`src/rtl/sec_clock_pkg.sv`:
```
package sec_clock_pkg;
    localparam int ADDR_W = 8;
    localparam int DATA_W = 32;

    localparam logic [ADDR_W-1:0] OFF_CTRL  = 8'h00;
    localparam logic [ADDR_W-1:0] OFF_SECS  = 8'h04;
    localparam logic [ADDR_W-1:0] OFF_ALARM = 8'h08;
    localparam logic [ADDR_W-1:0] OFF_SCR   = 8'h34;
    localparam logic [ADDR_W-1:0] OFF_UNLK  = 8'h3C;

    localparam logic [DATA_W-1:0] UNLOCK_KEY = 32'h0000_A55A;

    // control bit positions
    localparam int CB_RUN   = 0;
    localparam int CB_AEN   = 2;
    localparam int CB_AIE   = 3;
    localparam int CB_AFLG  = 4;
    localparam int CB_TIE   = 5;
    localparam int CB_TFLG  = 6;
    localparam int CB_READY = 7;

    typedef enum logic [0:0] {
        WG_IDLE = 1'b0,
        WG_BUSY = 1'b1
    } wg_state_t;

    typedef struct packed {
        logic run;
        logic alarm_en;
        logic alarm_ie;
        logic alarm_flag;
        logic tick_ie;
        logic tick_flag;
    } ctrl_t;
endpackage

```
`src/rtl/sec_div.sv`:
```
module sec_div #(
    parameter int TICKS_PER_SEC = 32768
) (
    input  logic clk,
    input  logic rst_n,
    input  logic run_i,
    input  logic tick_i,
    output logic sec_o
);
    localparam int CW = (TICKS_PER_SEC > 1) ? $clog2(TICKS_PER_SEC) : 1;
    localparam logic [CW-1:0] LAST = CW'(TICKS_PER_SEC - 1);

    logic [CW-1:0] cnt_q;

    assign sec_o = run_i && tick_i && (cnt_q == LAST);

    always_ff @(posedge clk or negedge rst_n) begin
        if (!rst_n) begin
            cnt_q <= '0;
        end else if (!run_i) begin
            cnt_q <= '0;
        end else if (tick_i) begin
            cnt_q <= (cnt_q == LAST) ? '0 : cnt_q + 1'b1;
        end
    end

    // the prescale count never leaves its range
    p_div_range_r7: assert property (@(posedge clk) disable iff (!rst_n)
        tick_i |=> (cnt_q <= LAST));
endmodule

```
`src/rtl/wr_gate.sv`:
```
module wr_gate
    import sec_clock_pkg::*;
#(
    parameter int COMMIT_CYC = 4
) (
    input  logic              clk,
    input  logic              rst_n,
    input  logic              bus_we,
    input  logic [ADDR_W-1:0] bus_addr,
    input  logic [DATA_W-1:0] bus_wdata,
    output logic              ready_o,
    output logic              unlocked_o,
    output logic              commit_o,
    output logic [ADDR_W-1:0] commit_addr_o,
    output logic [DATA_W-1:0] commit_data_o
);
    localparam int CNT_W = $clog2(COMMIT_CYC + 1);
    localparam logic [CNT_W-1:0] LOAD = CNT_W'(COMMIT_CYC - 1);

    wg_state_t         state_q, state_d;
    logic [CNT_W-1:0]  cnt_q;
    logic              unlock_q;
    logic [ADDR_W-1:0] lat_addr_q;
    logic [DATA_W-1:0] lat_data_q;
    logic              arm_hit, accept_hit, done;

    assign arm_hit    = bus_we && (state_q == WG_IDLE) &&
                        (bus_addr == OFF_UNLK) && (bus_wdata == UNLOCK_KEY);
    assign accept_hit = bus_we && (state_q == WG_IDLE) && unlock_q &&
                        (bus_addr != OFF_UNLK);
    assign done       = (state_q == WG_BUSY) && (cnt_q == '0);

    // next-state process
    always_comb begin
        state_d = state_q;
        unique case (state_q)
            WG_IDLE: if (accept_hit) state_d = WG_BUSY;
            WG_BUSY: if (done)       state_d = WG_IDLE;
            default: state_d = WG_IDLE;
        endcase
    end

    // state register process
    always_ff @(posedge clk or negedge rst_n) begin
        if (!rst_n) begin
            state_q    <= WG_IDLE;
            cnt_q      <= '0;
            unlock_q   <= 1'b0;
            lat_addr_q <= '0;
            lat_data_q <= '0;
        end else begin
            state_q <= state_d;
            if (accept_hit) begin
                cnt_q      <= LOAD;
                lat_addr_q <= bus_addr;
                lat_data_q <= bus_wdata;
                unlock_q   <= 1'b0;
            end else begin
                if (arm_hit) unlock_q <= 1'b1;
                if ((state_q == WG_BUSY) && (cnt_q != '0)) cnt_q <= cnt_q - 1'b1;
            end
        end
    end

    // output process
    always_comb begin
        ready_o       = (state_q == WG_IDLE);
        unlocked_o    = unlock_q;
        commit_o      = done;
        commit_addr_o = lat_addr_q;
        commit_data_o = lat_data_q;
    end

    p_accept_drops_ready_r4: assert property (@(posedge clk) disable iff (!rst_n)
        accept_hit |=> (!ready_o && !unlocked_o));
    p_locked_ignored_r3: assert property (@(posedge clk) disable iff (!rst_n)
        (bus_we && ready_o && !unlocked_o && bus_addr != OFF_UNLK) |=> ready_o);
    p_busy_holds_r5: assert property (@(posedge clk) disable iff (!rst_n)
        (!ready_o && !commit_o) |=> ($stable(commit_data_o) && !ready_o));
    p_arm_keeps_ready_r2: assert property (@(posedge clk) disable iff (!rst_n)
        arm_hit |=> (ready_o && unlocked_o));
endmodule

```
`src/rtl/sec_clock_periph.sv`:
```
module sec_clock_periph
    import sec_clock_pkg::*;
#(
    parameter int COMMIT_CYC    = 4,
    parameter int TICKS_PER_SEC = 32768
) (
    input  logic              clk,
    input  logic              rst_n,
    input  logic              tick_en_i,
    input  logic [ADDR_W-1:0] bus_addr,
    input  logic [DATA_W-1:0] bus_wdata,
    input  logic              bus_we,
    output logic [DATA_W-1:0] bus_rdata,
    output logic              irq_o
);
    logic              ready, unlocked, commit;
    logic [ADDR_W-1:0] c_addr;
    logic [DATA_W-1:0] c_data;
    logic              sec_pulse;
    logic              wr_ctrl, wr_secs, wr_alarm, wr_scr;

    ctrl_t             ctrl_q;
    logic [DATA_W-1:0] secs_q, alarm_q, scr_q;

    wr_gate #(.COMMIT_CYC(COMMIT_CYC)) u_gate (
        .clk           (clk),
        .rst_n         (rst_n),
        .bus_we        (bus_we),
        .bus_addr      (bus_addr),
        .bus_wdata     (bus_wdata),
        .ready_o       (ready),
        .unlocked_o    (unlocked),
        .commit_o      (commit),
        .commit_addr_o (c_addr),
        .commit_data_o (c_data)
    );

    sec_div #(.TICKS_PER_SEC(TICKS_PER_SEC)) u_div (
        .clk    (clk),
        .rst_n  (rst_n),
        .run_i  (ctrl_q.run),
        .tick_i (tick_en_i),
        .sec_o  (sec_pulse)
    );

    assign wr_ctrl  = commit && (c_addr == OFF_CTRL);
    assign wr_secs  = commit && (c_addr == OFF_SECS);
    assign wr_alarm = commit && (c_addr == OFF_ALARM);
    assign wr_scr   = commit && (c_addr == OFF_SCR);

    always_ff @(posedge clk or negedge rst_n) begin
        if (!rst_n) begin
            ctrl_q  <= '0;
            secs_q  <= '0;
            alarm_q <= '0;
            scr_q   <= '0;
        end else begin
            if (wr_secs)        secs_q <= c_data;
            else if (sec_pulse) secs_q <= secs_q + 32'd1;

            if (wr_alarm) alarm_q <= c_data;
            if (wr_scr)   scr_q   <= c_data;

            if (wr_ctrl) begin
                ctrl_q.run      <= c_data[CB_RUN];
                ctrl_q.alarm_en <= c_data[CB_AEN];
                ctrl_q.alarm_ie <= c_data[CB_AIE];
                ctrl_q.tick_ie  <= c_data[CB_TIE];
            end

            // sticky flags: a set event wins over a clear in the same cycle
            if (sec_pulse)    ctrl_q.tick_flag <= 1'b1;
            else if (wr_ctrl) ctrl_q.tick_flag <= ctrl_q.tick_flag & c_data[CB_TFLG];

            if (ctrl_q.alarm_en && (secs_q == alarm_q)) ctrl_q.alarm_flag <= 1'b1;
            else if (wr_ctrl) ctrl_q.alarm_flag <= ctrl_q.alarm_flag & c_data[CB_AFLG];
        end
    end

    always_comb begin
        bus_rdata = '0;
        unique case (bus_addr)
            OFF_CTRL: begin
                bus_rdata[CB_READY] = ready;
                bus_rdata[CB_TFLG]  = ctrl_q.tick_flag;
                bus_rdata[CB_TIE]   = ctrl_q.tick_ie;
                bus_rdata[CB_AFLG]  = ctrl_q.alarm_flag;
                bus_rdata[CB_AIE]   = ctrl_q.alarm_ie;
                bus_rdata[CB_AEN]   = ctrl_q.alarm_en;
                bus_rdata[CB_RUN]   = ctrl_q.run;
            end
            OFF_SECS:  bus_rdata = secs_q;
            OFF_ALARM: bus_rdata = alarm_q;
            OFF_SCR:   bus_rdata = scr_q;
            OFF_UNLK:  bus_rdata[DATA_W-1] = unlocked;
            default:   bus_rdata = '0;
        endcase
    end

    assign irq_o = (ctrl_q.tick_flag && ctrl_q.tick_ie) ||
                   (ctrl_q.alarm_flag && ctrl_q.alarm_ie);

    p_count_step_r7: assert property (@(posedge clk) disable iff (!rst_n)
        (sec_pulse && !wr_secs) |=> (secs_q == $past(secs_q) + 32'd1));
    p_wrap_zero_r8: assert property (@(posedge clk) disable iff (!rst_n)
        (sec_pulse && !wr_secs && secs_q == 32'hFFFF_FFFF) |=> (secs_q == 32'd0));
    p_alarm_sets_r9: assert property (@(posedge clk) disable iff (!rst_n)
        (ctrl_q.alarm_en && secs_q == alarm_q) |=> ctrl_q.alarm_flag);
    p_flag_sticky_r6: assert property (@(posedge clk) disable iff (!rst_n)
        (ctrl_q.tick_flag && !wr_ctrl) |=> ctrl_q.tick_flag);
    p_stopped_hold_r7: assert property (@(posedge clk) disable iff (!rst_n)
        (!ctrl_q.run && !wr_secs) |=> $stable(secs_q));
endmodule

```
`config.mk`:
```
export PLATFORM = sky130hd
export DESIGN_NAME = sec_clock_periph
export DESIGN_NICKNAME = d
export VERILOG_FILES = /design/src/rtl/sec_clock_pkg.sv /design/src/rtl/sec_div.sv /design/src/rtl/wr_gate.sv /design/src/rtl/sec_clock_periph.sv
export SDC_FILE = /design/constraint.sdc
export NUM_CORES = 1
export LEC_CHECK = 0
export BUFFER_PORTS_ARGS = -buffer_cell sky130_fd_sc_hd__buf_2
export CORE_UTILIZATION = 44
export DETAILED_ROUTE_END_ITERATION = 7
export HOLD_SLACK_MARGIN = 0.15
export PLACE_DENSITY = 0.67
export SLEW_MARGIN = 40
export SYNTH_ARGS = -nofsm -noshare
export SYNTH_HDL_FRONTEND = slang
export SYNTH_HIERARCHICAL = 1
export SYNTH_SLANG_ARGS = --single-unit
```
`constraint.sdc`:
```
create_clock -name clk -period 5.16 [get_ports clk]
set_input_delay 1.548 -clock clk [delete_from_list [all_inputs] [get_ports clk]]
set_output_delay 1.548 -clock clk [all_outputs]
set_load 0.02 [all_outputs]
```
* After elaboration in Yosys (flattened, before gate mapping)
Index checks and enable logic that the tools add are counted.
Storage, ports and cells: bits in registers 162, input bits 44, output and inout bits 33, word-level logic and storage cells 80
Cells by class: add/subtract/negate cells 3, eq/ne operators 12, muxes and demuxes 21, bitwise gates (word level) 3, reduce and logical (&&, ||, !) cells 26
Operators by type and width (number):
- $pmux W23 S3 | 1
- $mux W32 | 2
- $mux W15 | 3
- $add A32 B1 Y32 const B | 1
- $eq A32 B16 Y1 const B | 1
- $eq A32 B32 Y1 | 1
- $eq A8 B6 Y1 const B | 3
- $pmux W6 S4 | 1
- $eq A8 B3 Y1 const B | 2
- $eq A8 B4 Y1 const B | 2
- $logic_and A1 B1 Y1 | 16
- $logic_not A8 Y1 | 2
- $add A15 B1 Y15 const B | 1
- $eq A15 B15 Y1 const B | 1
- $reduce_bool A2 Y1 | 5
- $mux W1 | 8
- $ne A8 B6 Y1 const B | 1
- $pmux W1 S4 | 2
- $mux W3 | 2
- $logic_not A3 Y1 | 1
- $pmux W1 S3 | 1
- $reduce_bool A3 Y1 | 1
- $sub A3 B1 Y3 const B | 1
- $and A1 B1 Y1 | 2
- 4 further kinds | 4

* Depth between registers and ports, before layout
word-level depth 6, depth in mapped cells 12, depth with buffers taken out 9

* Hierarchy
Netlist, hierarchy kept.
By module, submodules not included:
- sec_clock_periph | times used 1, cells an instance 517, area each 5552.8 um^2
- wr_gate | times used 1, cells an instance 124, area each 2037.0 um^2
- sec_div | times used 1, cells an instance 96, area each 882.1 um^2

* Least setup slack after synthesis
No wires, ideal clock.
path type input -> output, start point input port bus_addr[1], end point output port bus_rdata[31], arrival 3.277 ns, required time 3.612 ns, path slack 0.335 ns, stages 7, cell sequence or4_4 -> or3_1 -> buf_2 -> nor3b_4 -> buf_4 -> a32oi_1 -> nand2_1
On the way: word-level cells in the longest chain between the ends 2
RTL lines:
- start, declared | line sec_clock_periph.sv:10 | input logic [ADDR_W-1:0] bus_addr,
- $eq A8 B6 Y1, or another cell as far along | line sec_clock_periph.sv:82 | unique case (bus_addr)
- $pmux W1 S4 * | line sec_clock_periph.sv:82
- end, declared | line sec_clock_periph.sv:13 | output logic [DATA_W-1:0] bus_rdata,
Mark *: on every way between the ends. The rest lies on a longest branch, timed or not.

* Worst setup path in the final report
start point input port bus_addr[1], end point output port bus_rdata[4]
On the way: word-level cells in the longest chain between the ends 2
RTL lines (line):
- $eq A8 B6 Y1, or another cell as far along | sec_clock_periph.sv:82
- $pmux W6 S4 * | sec_clock_periph.sv:82
Marked as above.

==> reports/qor.csv <==
metric,value,unit
crit_path_start_kind,input pin,
die_area,0.0198,mm^2
hold_path_depth,1,
synth.cell_area,0.00847,mm^2
critPathRequiredTime,3.61,ns
nets,849,
switchingPower,0.558,mW
grt_usage,0.217,
p_int,2.24,mW
period_share,0.967,
syn_area_per_cell,11.5,um^2
finalSetupViolCount,0,
detail_route.wl_per_cell,19.4,um
clkPwrFrac,0.520,
syn_to_final_growth,15.2,%
drt_iter0_drc,514,
via_per_inst,5.80,
crit_path_end_kind,output port,
outcome,"complete, no violations",
die_w,141,um
holdBufCountCts,0,
hold_violations,0,
seqPwrFrac,0.454,
tightest_slew,0.777,ns
numCtsBuffers,17,
crit_cells,7,
finalSetupTns,0,ns
post-cts-setup-buffer-count,0,
ys_seq_elements,162,
p_leak,4.69,nW
routed_wl,20.3,mm
num_antenna_cells,0,
period_needed,4.99,ns
cp.arrival,3.44,ns
cts_resized,0,
rsz0062_at_grt,no,
ys_warn_count,6,
antenna_found_initial,0,
finish.instance_area,0.00976,mm^2
max_slew_margin,0.475,
overflow,0,
hpwl,13.8,mm
fmax,0.200,GHz
path_buf_inv,3,
total_power,2.80,mW
path_delay_family,simple AND/OR/NAND/NOR gates,
synth.most_common_cell,dfrtp_1,
power_frac_comb,0.026,
crit_chain,buf_2 > or4_4 > or3_1 > buf_4 > or3_1 > o21ai_0 > buf_2,
fp-row-count,50,
max-vdd-ir-drop,229,uV
place_congestion,0.841,
worstHoldPathType,flip-flop to flip-flop,
synth.top_cell.area_share,0.479,
slowest_stage,or4_4,
clock_skew,0.00824,ns
drc,0,
place_area,0.00906,mm^2
synth_edf_count,0,
synthTopCellsByCount,"162 x dfrtp_1, 74 x mux2_2, 64 x nand2_1",
synth.area.top_cells,"dfrtp_1 48%, mux2_2 9.8%, mux2_4 6.2%",
drv_slew,0,
rr_worst_depth,10,
drive_gt1_frac,0.304,
place_ws,0.162,ns
syn_nets,785,
yosysUniqueCellTypes,62,
seq_area_frac_synth,0.479,
grt_pass1_wl,33.2,mm
ioPinCount,77,
clock_latency,0.43,ns
first_pass_iters,8,
cts_root_buffer,clkbuf_16,
clock-sinks,162,
final_antenna_net_count,0,
yosysTopAreaCell,dfrtp_1,
crit_path_max_fanout,7,
cts_max_path_buffers,2,
clk_pin_slew,0.06,ns
p_per_area,286,mW/mm^2
critical_path_class,input pin to output port,
initial_utilization,0.451,
async_flop_share,1.00,
fin_ws,0.172,ns
htree_levels,4,
dominantRegCellSynth,dfrtp_1,
cts_tree,built,
port_buffers,76,
netlist_instances,737,
grt_pass1_vias,6092,
drv_cap,0,
dieHeight,141,um
cp_slowest_stage_delay,0.55,ns
grt_max_degree,105,
coreArea,0.0188,mm^2
switching_share,0.200,
vias,6072,
layout make-up:
| cell class | count | area (um^2) |
|---|---|---|
| clock buffers | 22 | 474 |
| clock inverters | 9 | 201 |
| fillers | 1633 | 9000 |
| inverters | 39 | 146 |
| multi-input cells | 489 | 4010 |
| flip-flops and latches | 162 | 4050 |
| well taps | 234 | 293 |
| repair buffers | 92 | 581 |
power groups by stage:
stage	registers (mW)	logic, mW	clock network, mW
6_report	1.27	0.0730	1.45
5_1_grt	1.27	0.0820	1.52
4_1_cts	1.27	0.0726	1.47
3_5_place_dp	1.29	0.0723	0
3_3_place_gp	1.29	0.0719	0
2_1_floorplan	1.29	0.0144	0
worst paths after layout:
check | slack, ns | startpoint | endpoint
min | 0.51 | scr_q[22] | scr_q[22]
max | 0.17 | bus_addr[1] | bus_rdata[4]
max reg2reg | 1.86 | u_div/cnt_q[0] | secs_q[9]
max in group asynchronous | 3.47 | rst_n | scr_q[26]
min reg2reg | 0.51 | scr_q[22] | scr_q[22]
min in group asynchronous | 1.02 | rst_n | u_div/cnt_q[2]
routing by layer:
metal	up-vias	track usage	wire length, um
met5	-	0	0
met4	0	0.0715	338
met2	174	0.346	9660
met1	3035	0.299	9310
li1	2833	-	-
met3	30	0.0391	974
kinds of logic after synthesis:
logic type                 after synthesis  share of synthesized area
adders and majority gates                4                    0.00591
xor gates and xnor gates                66                     0.0682
AOI/OAI and AO/OA                       98                     0.0863
and+or+nand+nor                        203                      0.139
buffers and inverters                   86                     0.0507
muxes                                  118                      0.171
DFF                                    162                      0.479
placed cells by master, fill, tap and decap left out, drive strengths merged, types with 23 or more instances in the layout:
cell	count
xor2	34
dfrtp	162
mux2	109
inv	39
nand2	64
xnor2	32
nor4	23
buf	92
o21ai	37
a222oi	24
sequential cells by signal, summed over array words and instances (netlist names):
| signal | flops |
|---|---|
| u_gate/cnt_q | 3 |
| secs_q | 32 |
| ctrl_q | 6 |
| alarm_q | 32 |
| scr_q | 32 |
| u_div/cnt_q | 15 |
| u_gate/unlocked_o | 1 |
| u_gate/commit_data_o | 32 |
| u_gate/commit_addr_o | 8 |
| u_gate/state_q | 1 |
metrics by stage:
stage | std cells | hold slack, ns | util
floorplan | 737 | 0.476 | -
global placement | 1015 | 0.489 | 0.483
detailed placement | 1015 | 0.495 | 0.483
CTS | 1046 | 0.512 | 0.519
global route | 1047 | 0.523 | 0.520
finish | 1047 | 0.510 | 0.520
No activity file was read; power rests on OpenSTA's default activity.
